File: src/rtl/regbank_fill_pkg.sv
package regbank_fill_pkg;
  // Resolved control action for one cycle, after priority.
  typedef enum logic [1:0] {
    TRK_IDLE  = 2'd0,
    TRK_ARM   = 2'd1,
    TRK_USE   = 2'd2,
    TRK_CLEAR = 2'd3
  } trk_cmd_e;
endpackage

File: src/rtl/trk_cmd_decode.sv
module trk_cmd_decode
  import regbank_fill_pkg::*;
(
  input  logic     use_i,
  input  logic     clear_i,
  input  logic     arm_i,
  output trk_cmd_e cmd_o
);
  // Priority: clear over use over arm.
  always_comb begin
    if (clear_i)    cmd_o = TRK_CLEAR;
    else if (use_i) cmd_o = TRK_USE;
    else if (arm_i) cmd_o = TRK_ARM;
    else            cmd_o = TRK_IDLE;
  end
endmodule

File: src/rtl/trk_slice_accum.sv
module trk_slice_accum
  import regbank_fill_pkg::*;
#(
  parameter int WIDTH = 8
) (
  input  logic             clk_i,
  input  logic             rst_ni,
  input  logic [WIDTH-1:0] we_i,
  input  trk_cmd_e         cmd_i,
  output logic             full_hit_o,
  output logic             partial_hit_o,
  output logic             pending_o
);
  logic [WIDTH-1:0] seen_q, seen_d, acc;

  assign acc = seen_q | we_i;

  always_comb begin
    seen_d        = seen_q;
    full_hit_o    = 1'b0;
    partial_hit_o = 1'b0;
    if (cmd_i != TRK_IDLE) begin
      seen_d = '0;
    end else if (&acc) begin
      seen_d     = '0;
      full_hit_o = 1'b1;
    end else begin
      seen_d        = acc;
      partial_hit_o = |we_i;
    end
  end

  always_ff @(posedge clk_i or negedge rst_ni) begin
    if (!rst_ni) seen_q <= '0;
    else         seen_q <= seen_d;
  end

  assign pending_o = |seen_q;

  // A completion and a partial write are exclusive.
  AST_HIT_EXCLUSIVE: assert property (@(posedge clk_i) disable iff (!rst_ni)
    !(full_hit_o && partial_hit_o));
  // A control strobe leaves no partial progress behind.
  AST_CMD_FLUSH: assert property (@(posedge clk_i) disable iff (!rst_ni)
    (cmd_i != TRK_IDLE) |=> !pending_o);
endmodule

File: src/rtl/trk_status_flags.sv
module trk_status_flags
  import regbank_fill_pkg::*;
(
  input  logic     clk_i,
  input  logic     rst_ni,
  input  trk_cmd_e cmd_i,
  input  logic     full_hit_i,
  input  logic     partial_hit_i,
  input  logic     pending_i,
  output logic     fresh_o,
  output logic     pulse_o,
  output logic     clean_o
);
  logic hist_q, hist_d;
  logic fresh_q, fresh_d;
  logic fresh_dly_q;

  always_comb begin
    hist_d  = hist_q;
    fresh_d = fresh_q;
    unique case (cmd_i)
      TRK_CLEAR: begin
        hist_d  = 1'b0;
        fresh_d = 1'b0;
      end
      TRK_USE:  fresh_d = 1'b0;
      TRK_ARM:  fresh_d = fresh_q;
      default: begin
        if (full_hit_i) begin
          hist_d  = 1'b1;
          fresh_d = 1'b1;
        end else if (partial_hit_i) begin
          fresh_d = 1'b0;
        end
      end
    endcase
  end

  always_ff @(posedge clk_i or negedge rst_ni) begin
    if (!rst_ni) begin
      hist_q      <= 1'b0;
      fresh_q     <= 1'b0;
      fresh_dly_q <= 1'b0;
    end else begin
      hist_q      <= hist_d;
      fresh_q     <= fresh_d;
      fresh_dly_q <= fresh_q;
    end
  end

  assign fresh_o = fresh_q;
  assign pulse_o = fresh_q & ~fresh_dly_q;
  assign clean_o = hist_q & ~pending_i;

  AST_FRESH_IS_CLEAN: assert property (@(posedge clk_i) disable iff (!rst_ni)
    fresh_o |-> clean_o);
  AST_PULSE_ON_RISE: assert property (@(posedge clk_i) disable iff (!rst_ni)
    pulse_o |-> $rose(fresh_q));
  AST_PULSE_SINGLE: assert property (@(posedge clk_i) disable iff (!rst_ni)
    pulse_o |=> !pulse_o);
  AST_ARM_HOLDS: assert property (@(posedge clk_i) disable iff (!rst_ni)
    (cmd_i == TRK_ARM) |=> $stable(fresh_q));
endmodule

File: src/rtl/regbank_fill_tracker.sv
module regbank_fill_tracker
  import regbank_fill_pkg::*;
#(
  parameter int NUM_WORDS       = 4,
  parameter int SLICES_PER_WORD = 2
) (
  input  logic                 clk_i,
  input  logic                 rst_ni,
  input  logic [NUM_WORDS-1:0] word_we_i,
  input  logic                 use_i,
  input  logic                 clear_i,
  input  logic                 arm_i,
  output logic                 fresh_o,
  output logic                 fresh_pulse_o,
  output logic                 clean_o
);
  localparam int NumSlices = NUM_WORDS * SLICES_PER_WORD;

  // Reset: asserted asynchronously, released on the clock.
  logic [1:0] rst_sync_q;
  logic       rst_n;
  always_ff @(posedge clk_i or negedge rst_ni) begin
    if (!rst_ni) rst_sync_q <= 2'b00;
    else         rst_sync_q <= {rst_sync_q[0], 1'b1};
  end
  assign rst_n = rst_sync_q[1];

  // Fan each word strobe out to its slices.
  logic [NumSlices-1:0] slice_we;
  for (genvar w = 0; w < NUM_WORDS; w++) begin : g_word
    for (genvar s = 0; s < SLICES_PER_WORD; s++) begin : g_slice
      assign slice_we[w*SLICES_PER_WORD + s] = word_we_i[w];
    end
  end

  trk_cmd_e cmd;
  logic     full_hit, partial_hit, pending;

  trk_cmd_decode u_decode (
    .use_i   (use_i),
    .clear_i (clear_i),
    .arm_i   (arm_i),
    .cmd_o   (cmd)
  );

  trk_slice_accum #(.WIDTH(NumSlices)) u_accum (
    .clk_i         (clk_i),
    .rst_ni        (rst_n),
    .we_i          (slice_we),
    .cmd_i         (cmd),
    .full_hit_o    (full_hit),
    .partial_hit_o (partial_hit),
    .pending_o     (pending)
  );

  trk_status_flags u_flags (
    .clk_i         (clk_i),
    .rst_ni        (rst_n),
    .cmd_i         (cmd),
    .full_hit_i    (full_hit),
    .partial_hit_i (partial_hit),
    .pending_i     (pending),
    .fresh_o       (fresh_o),
    .pulse_o       (fresh_pulse_o),
    .clean_o       (clean_o)
  );

  AST_CLEAR_WIPES: assert property (@(posedge clk_i) disable iff (!rst_n)
    clear_i |=> (!fresh_o && !clean_o));
  AST_USE_DROPS: assert property (@(posedge clk_i) disable iff (!rst_n)
    (use_i && !clear_i) |=> !fresh_o);
  AST_USE_KEEPS_CLEAN: assert property (@(posedge clk_i) disable iff (!rst_n)
    (use_i && !clear_i && clean_o) |=> clean_o);
  AST_RESET_LOW: assert property (@(posedge clk_i)
    !rst_n |-> (!fresh_o && !clean_o && !fresh_pulse_o));
endmodule

File: config.mk
export PLATFORM = sky130hd
export DESIGN_NAME = regbank_fill_tracker
export DESIGN_NICKNAME = d
export VERILOG_FILES = /design/src/rtl/regbank_fill_pkg.sv /design/src/rtl/trk_cmd_decode.sv /design/src/rtl/trk_slice_accum.sv /design/src/rtl/trk_status_flags.sv /design/src/rtl/regbank_fill_tracker.sv
export SDC_FILE = /design/constraint.sdc
export NUM_CORES = 1
export LEC_CHECK = 0
export ABC_AREA = 1
export BUFFER_PORTS_ARGS = -buffer_cell sky130_fd_sc_hd__buf_4
export CAP_MARGIN = 15
export CORE_AREA = 8 8 45 47
export CTS_CLUSTER_SIZE = 30
export DETAILED_ROUTE_END_ITERATION = 10
export DIE_AREA = 0 0 53 55
export MAX_ROUTING_LAYER = met4
export PLACE_DENSITY_LB_ADDON = 0.3
export SLEW_MARGIN = 15
export SYNTH_ARGS = -nofsm -noshare
export SYNTH_HDL_FRONTEND = slang
export SYNTH_SLANG_ARGS = --single-unit
File: constraint.sdc
create_clock -name clk_i -period 2.5 [get_ports clk_i]
set_clock_uncertainty 0.05 [all_clocks]
set_input_delay 0.5 -clock clk_i [delete_from_list [all_inputs] [get_ports clk_i]]
set_output_delay 0.5 -clock clk_i [all_outputs]
set_load 0.02 [all_outputs]
==> impl_metrics.env, run 1 <==
export IMPL_setup_viol=0
export IMPL_dpl_worst_slack_ns=0.915
export IMPL_clock_transition_time_at_the_flip_flop_clock_pins_of_the_worst_setup_and_hold_paths_ns=0.08
export IMPL_ys_seq_area_share_pct=55.7
export IMPL_worst_ep_arrival_time_ns=1.25
export IMPL_setup_tns_ns=0
export IMPL_floorplan_die_height_um=55
export IMPL_critPathRequiredTime_ns=1.95
export IMPL_crit_chain="inv_1 -> nand3_1 -> nor4_1 -> buf_4"
export IMPL_synth_xor_xnor_area_share_pct=0
export IMPL_finish_utilization_pct=52.4
export IMPL_grt_start_max_net_pins=12
export IMPL_cts_sinks=13
export IMPL_antenna_left=0
export IMPL_num_antenna_cells=0
export IMPL_number_of_antenna_violations_at_the_first_check_in_global_routing=0
export IMPL_tritoncts_clock_tree="built"
export IMPL_detail_route_iter0_violations=12
export IMPL_global_route_wire_length_before_repair_um=1670
export IMPL_critical_path_max_stage_delay_ns=0.37
export IMPL_final_area_sq_um=724
export IMPL_post_cts_resize_count=0
export IMPL_post_dp_hpwl_um=806
export IMPL_vdd_ir_drop_max_v=0.000262
export IMPL_drc=0
export IMPL_first_pass_iters=4
export IMPL_max_freq_mhz=556
export IMPL_layout_setup_ws_ns=0.701
export IMPL_vias_per_cell=4.56
export IMPL_wl_per_cell_um=9.86
export IMPL_status="finished clean"
export IMPL_hold_viol_final=0
export IMPL_fin_nets=96
export IMPL_synth_top_family_by_area="simple AND/OR/NAND/NOR gates"
export IMPL_post_synth_fa_ha_maj_area_fraction_pct=6.42
export IMPL_initial_util_pct=42.2
export IMPL_setup_worst_path_start_class="flop"
export IMPL_core_region_area_sq_um=1380
export IMPL_ioPinCount=12
export IMPL_route_vias_total=451
export IMPL_path_max_fanout=2
export IMPL_synth_fp_nets=79
export IMPL_area_growth_synth_to_final_pct=24.0
export IMPL_placementRows=14
export IMPL_multi_input_gate_area_sq_um=221
export IMPL_cts_inserted_buffers=3
export IMPL_rsz0062_at_grt="no"
export IMPL_slowest_stage="dfrtp_1"
export IMPL_drive_gt1_share_pct=19.3
export IMPL_pwr_density_cell_nw_per_um2=531
export IMPL_detail_route_wirelength_um=976
export IMPL_grt_pass1_vias=449
export IMPL_gp_congestion=0.815
export IMPL_ctsHtreeMaxLevel=1
export IMPL_floorplan_die_area_sq_um=2920
export IMPL_cts_root_to_sink_buffers=2
export IMPL_area_used_by_sequential_logic_in_the_layout_sq_um=325
export IMPL_overall_global_routing_resource_usage_pct=8.22
export IMPL_buffers_plus_inverters_on_the_worst_setup_path=2
export IMPL_cts_root_buf="clkbuf_4"
export IMPL_postSynthRegisterBits=13
export IMPL_finalMaxSlewViolations=0
export IMPL_globalRouteOverflowTotal=0
export IMPL_timing_final_crit_period_ns=1.80
export IMPL_critPathKind="reg2out"
export IMPL_critical_path_top_delay_family="flip-flops"
export IMPL_post_synth_cell_area_avg_sq_um=8.72
export IMPL_final_fill_count=144
export IMPL_fin_crit_sh_pct=72.0
export IMPL_synthSimpleGateAreaFrac_pct=22.3
export IMPL_kind_of_end_point_of_the_critical_path="primary output"
export IMPL_clock_latency_ns=0.28
export IMPL_synthCells=67
export IMPL_dieWidth_um=53
export IMPL_dpl_cell_area_sq_um=687
export IMPL_synth_lib_cells_used_distinct=12
export IMPL_post_synth_mux_area_share_pct=0
export IMPL_port_buffers=11
export IMPL_hold_class="reg2async"
export IMPL_max_cap_viol_count=0
export IMPL_netlist_area_sq_um=584
export IMPL_synth_compound_area_share_pct=8.57
export IMPL_yosysWarnings=0
export IMPL_power_leakage_uw=0.000392
[cells by family (layout without fill, tap and decap cells)]
group | after synthesis | count (layout)
fa+ha+maj | 3 | 3
flops | 13 | 13
simple gates | 30 | 30
compound gates | 10 | 10
other cells | 1 | 1
buf+inv | 10 | 26
[cell type report]
type / instances / area share [%]
clock buffers: 3 / 3.11
clock inverters: 1 / 0.691
inverters: 10 / 5.18
multi-input cells: 44 / 30.6
flip-flops and latches: 13 / 44.9
well taps: 16 / 2.76
repair buffers: 12 / 12.8
[layout by cell type (no fill, tap or decap)]
cell type       n
dlygate4sd3_1   1
dfrtp_1        13
nand4_1         2
nor4_1          1
ha_1            3
clkbuf_4        3
inv_1          10
nand2_1         4
nand2_4         1
o21ai_0         1
conb_1          1
buf_4          11
a21oi_1         9
nand3_1         2
clkinv_2        1
nor2_1         20
[registers in the layout, summed over array words and instances, names as in the netlist]
signal               count
u_flags.hist_q           1
rst_sync_q               2
u_flags.fresh_o          1
u_accum.seen_q           8
u_flags.fresh_dly_q      1
[cell usage after synthesis (all sizes together)]
master / instances / share of area (%)
a21oi: 9 / 7.7
conb: 1 / 0.64
dfrtp: 13 / 56
ha: 3 / 6.4
inv: 10 / 6.4
nand2: 5 / 4.5
nand3: 2 / 1.7
nand4: 2 / 2.1
nor2: 20 / 13
nor4: 1 / 1.1
o21ai: 1 / 0.86
[stage by stage]
step                      cells  total power [uW]  hold slack, ns
final                        99               384           0.121
after global routing         99               410           0.175
after CTS                    99               391           0.142
after detailed placement     94               262           0.134
after global placement       94               261           0.134
after floorplan              67               244          0.0841
[routing by layer]
metal,GRT usage (%),vias to the layer above,routed length [um]
li1,-,242,-
met1,8.52,197,430
met2,11.7,7,457
met3,3.48,5,54
met4,7.33,0,34
met5,-,-,0
[report_power, final]
part           internal (uW)  switching [uW]  leakage (uW)
sequential               215            5.51      0.000176
clock                   59.4            66.5     0.0000177
combinational           18.2            19.8      0.000199
total                    293            91.8      0.000392
[timing repair]
item,CTS,global route
endpoints found under the hold margin,2,0
buffers inserted,0,0
hold buffers,1,0
setup endpoints to repair,0,0
[final timing paths]
path / depth (start not counted) / end / slack (ns) / startpoint
hold reg to reg: 0 / u_accum.seen_q[3] / 0.12 / rst_sync_q[1]
hold / removal: 0 / u_accum.seen_q[3] / 0.12 / rst_sync_q[1]
setup reg to reg: 5 / u_accum.seen_q[3] / 1.39 / u_accum.seen_q[1]
max in group asynchronous: 2 / rst_sync_q[1] / 1.84 / rst_ni
min in group clk_i: 0 / rst_sync_q[1] / 0.31 / rst_sync_q[0]
setup / recovery: 4 / clean_o / 0.70 / u_accum.seen_q[7]
No activity file was read; power rests on OpenSTA's default activity.
==> inputs of run 2 (changes only) <==
Clock period 2.5 ns to 1.75 ns, I/O delays scaled along.
==> run 2 against run 1 <==
Compared with the run above:
- total power up 43%
- design area up 0.86%
- via count unchanged
- utilization up 0.45 points
- count of clock-buffer cells in the layout unchanged
- die area unchanged
- wire length up 0.31%
- worst hold slack about the same
- final cell count unchanged
- largest power group unchanged
==> impl_metrics.env, run 2 (same netlist as run 1, synthesis figures left out) <==
export IMPL_worstReg2RegStart="u_accum.seen_q[0]"
export IMPL_largest_register="u_accum.seen_q"
export IMPL_globalRouteOverflowTotal=0
export IMPL_drive_gt1_share_pct=20.5
export IMPL_vias_per_cell=4.56
export IMPL_antenna_left=0
export IMPL_area_growth_synth_to_final_pct=25.1
export IMPL_setup_viol=0
export IMPL_floorplan_die_area_sq_um=2920
export IMPL_critPathRequiredTime_ns=1.35
export IMPL_placementRows=14
export IMPL_final_common_cell="nor2_1"
export IMPL_power_leakage_uw=0.000393
export IMPL_p_switching_uw=132
export IMPL_detail_route_wirelength_um=979
export IMPL_reg2reg_to="u_accum.seen_q[3]"
export IMPL_port_buffers=11
export IMPL_power_combinational_fraction_pct=10.0
export IMPL_timing_final_crit_period_ns=1.61
export IMPL_num_antenna_cells=0
export IMPL_share_seq_of_total_power_pct=57.3
export IMPL_clock_transition_time_at_the_flip_flop_clock_pins_of_the_worst_setup_and_hold_paths_ns=0.08
export IMPL_tritoncts_clock_tree="built"
export IMPL_worstRegToRegCells=5
export IMPL_power_share_clock_pct=32.7
export IMPL_global_route_wire_length_before_repair_um=1670
export IMPL_ctsHtreeMaxLevel=1
export IMPL_clock_latency_ns=0.28
export IMPL_rsz0062_at_grt="no"
export IMPL_initial_util_pct=42.2
export IMPL_critical_path_top_delay_family="flip-flops"
export IMPL_dp_cells=94
export IMPL_status="finished clean"
export IMPL_rrSetupSlack_ns=0.63
export IMPL_instances_no_fill=99
export IMPL_cts_sinks=13
export IMPL_path_max_fanout=2
export IMPL_route_vias_total=451
export IMPL_fin_crit_sh_pct=91.8
export IMPL_first_pass_iters=4
export IMPL_drc=0
export IMPL_hold_class="reg2async"
export IMPL_slowest_stage="dfrtp_1"
export IMPL_buffers_plus_inverters_on_the_worst_setup_path=2
export IMPL_internal_power_uw=418
export IMPL_vdd_ir_drop_max_v=0.000375
export IMPL_finalMaxSlewViolations=0
export IMPL_detail_route_wirelength_met1_um=432
export IMPL_number_of_antenna_violations_at_the_first_check_in_global_routing=0
export IMPL_biggestRegsByFlops="u_accum.seen_q: 8 flops, rst_sync_q: 2 flops"
export IMPL_swShare_pct=23.9
export IMPL_overall_global_routing_resource_usage_pct=8.22
export IMPL_floorplan_die_height_um=55
export IMPL_crit_start="u_accum.seen_q[7]"
export IMPL_cts_inserted_buffers=3
export IMPL_post_dp_hpwl_um=806
export IMPL_total_met2_wirelength_after_detailed_routing_um=457
export IMPL_crit_chain="inv_1 -> nand3_1 -> nor4_2 -> buf_4"
export IMPL_number_of_flip_flops_under_the_largest_register_name=8
export IMPL_max_cap_viol_count=0
export IMPL_cts_root_buf="clkbuf_4"
export IMPL_core_region_area_sq_um=1380
export IMPL_ioPinCount=12
export IMPL_path_depth=4
export IMPL_wl_per_cell_um=9.89
export IMPL_setup_tns_ns=0
export IMPL_met3_length_um=54
export IMPL_fin_worst_hold_slack_ns=0.121
export IMPL_dieWidth_um=53
export IMPL_top_signal_layer_used="met4"
export IMPL_grt_pass1_vias=449
export IMPL_worst_ep_arrival_time_ns=1.21
export IMPL_fin_nets=96
export IMPL_max_freq_mhz=623
export IMPL_critPathKind="reg2out"
export IMPL_grt_start_max_net_pins=12
export IMPL_hold_viol_final=0
export IMPL_detail_route_iter0_violations=12
export IMPL_gp_congestion=0.815
export IMPL_layout_cells_most_common_list="nor2_1, dfrtp_1, buf_4, inv_1, a21oi_1"
export IMPL_kind_of_end_point_of_the_critical_path="primary output"
export IMPL_setup_worst_path_start_class="flop"
export IMPL_pwr_density_cell_nw_per_um2=752
export IMPL_p_total_uw=550
export IMPL_critical_path_max_stage_delay_ns=0.37
export IMPL_cts_root_to_sink_buffers=2
-- run 2: cell counts in the layout (fill, tap and decap cells not counted) --
No cell type changed its count.
-- run 2: per-layer routing --
layer / vias up / global-route usage (%)
li1: 242 / -
met1: 197 / 8.52
met2: 7 / 11.7
met3: 5 / 3.48
met4: 0 / 7.33
met5: - / -
-- run 2: timing repair --
item / CTS / global route
hold buffers: 1 / 0
gates resized for setup: 0 / 1
setup endpoints to repair: 0 / 1
buffers inserted: 0 / 0
hold endpoints to repair: 2 / 0
-- run 2: worst max-delay path by stage --
| stage | end | slack [ns] |
|---|---|---|
| after CTS | clean_o | 0.08 |
| after global placement | u_flags.fresh_o | 0.38 |
| after floorplan | clean_o | 0.18 |
| after detailed placement | u_flags.fresh_o | 0.31 |
| after global routing | clean_o | 0.04 |
| final | clean_o | 0.14 |
-- run 2: stage by stage --
step	instance area (sq um)	worst slack, ns	utilization [%]
final	731	0.144	52.8
after global routing	731	0.0433	52.8
after CTS	724	0.0760	52.4
after detailed placement	687	0.315	49.6
after global placement	687	0.378	49.6
after floorplan	584	0.181	-
-- run 2: power groups by stage --
stage / clock network (uW) / registers [uW] / logic, uW
after floorplan: 0 / 320 / 29.6
after global placement: 0 / 322 / 51.9
after detailed placement: 0 / 322 / 52.8
after CTS: 188 / 316 / 54.7
after global routing: 206 / 317 / 63.9
final: 180 / 315 / 54.8
-- run 2: final cells by class --
class	instances	area, sq um
well taps	16	20.0
clock inverters	1	5.00
repair buffers	12	92.6
fillers	142	653
flip-flops and latches	13	325
clock buffers	3	22.5
multi-input cells	44	228
inverters	10	37.5
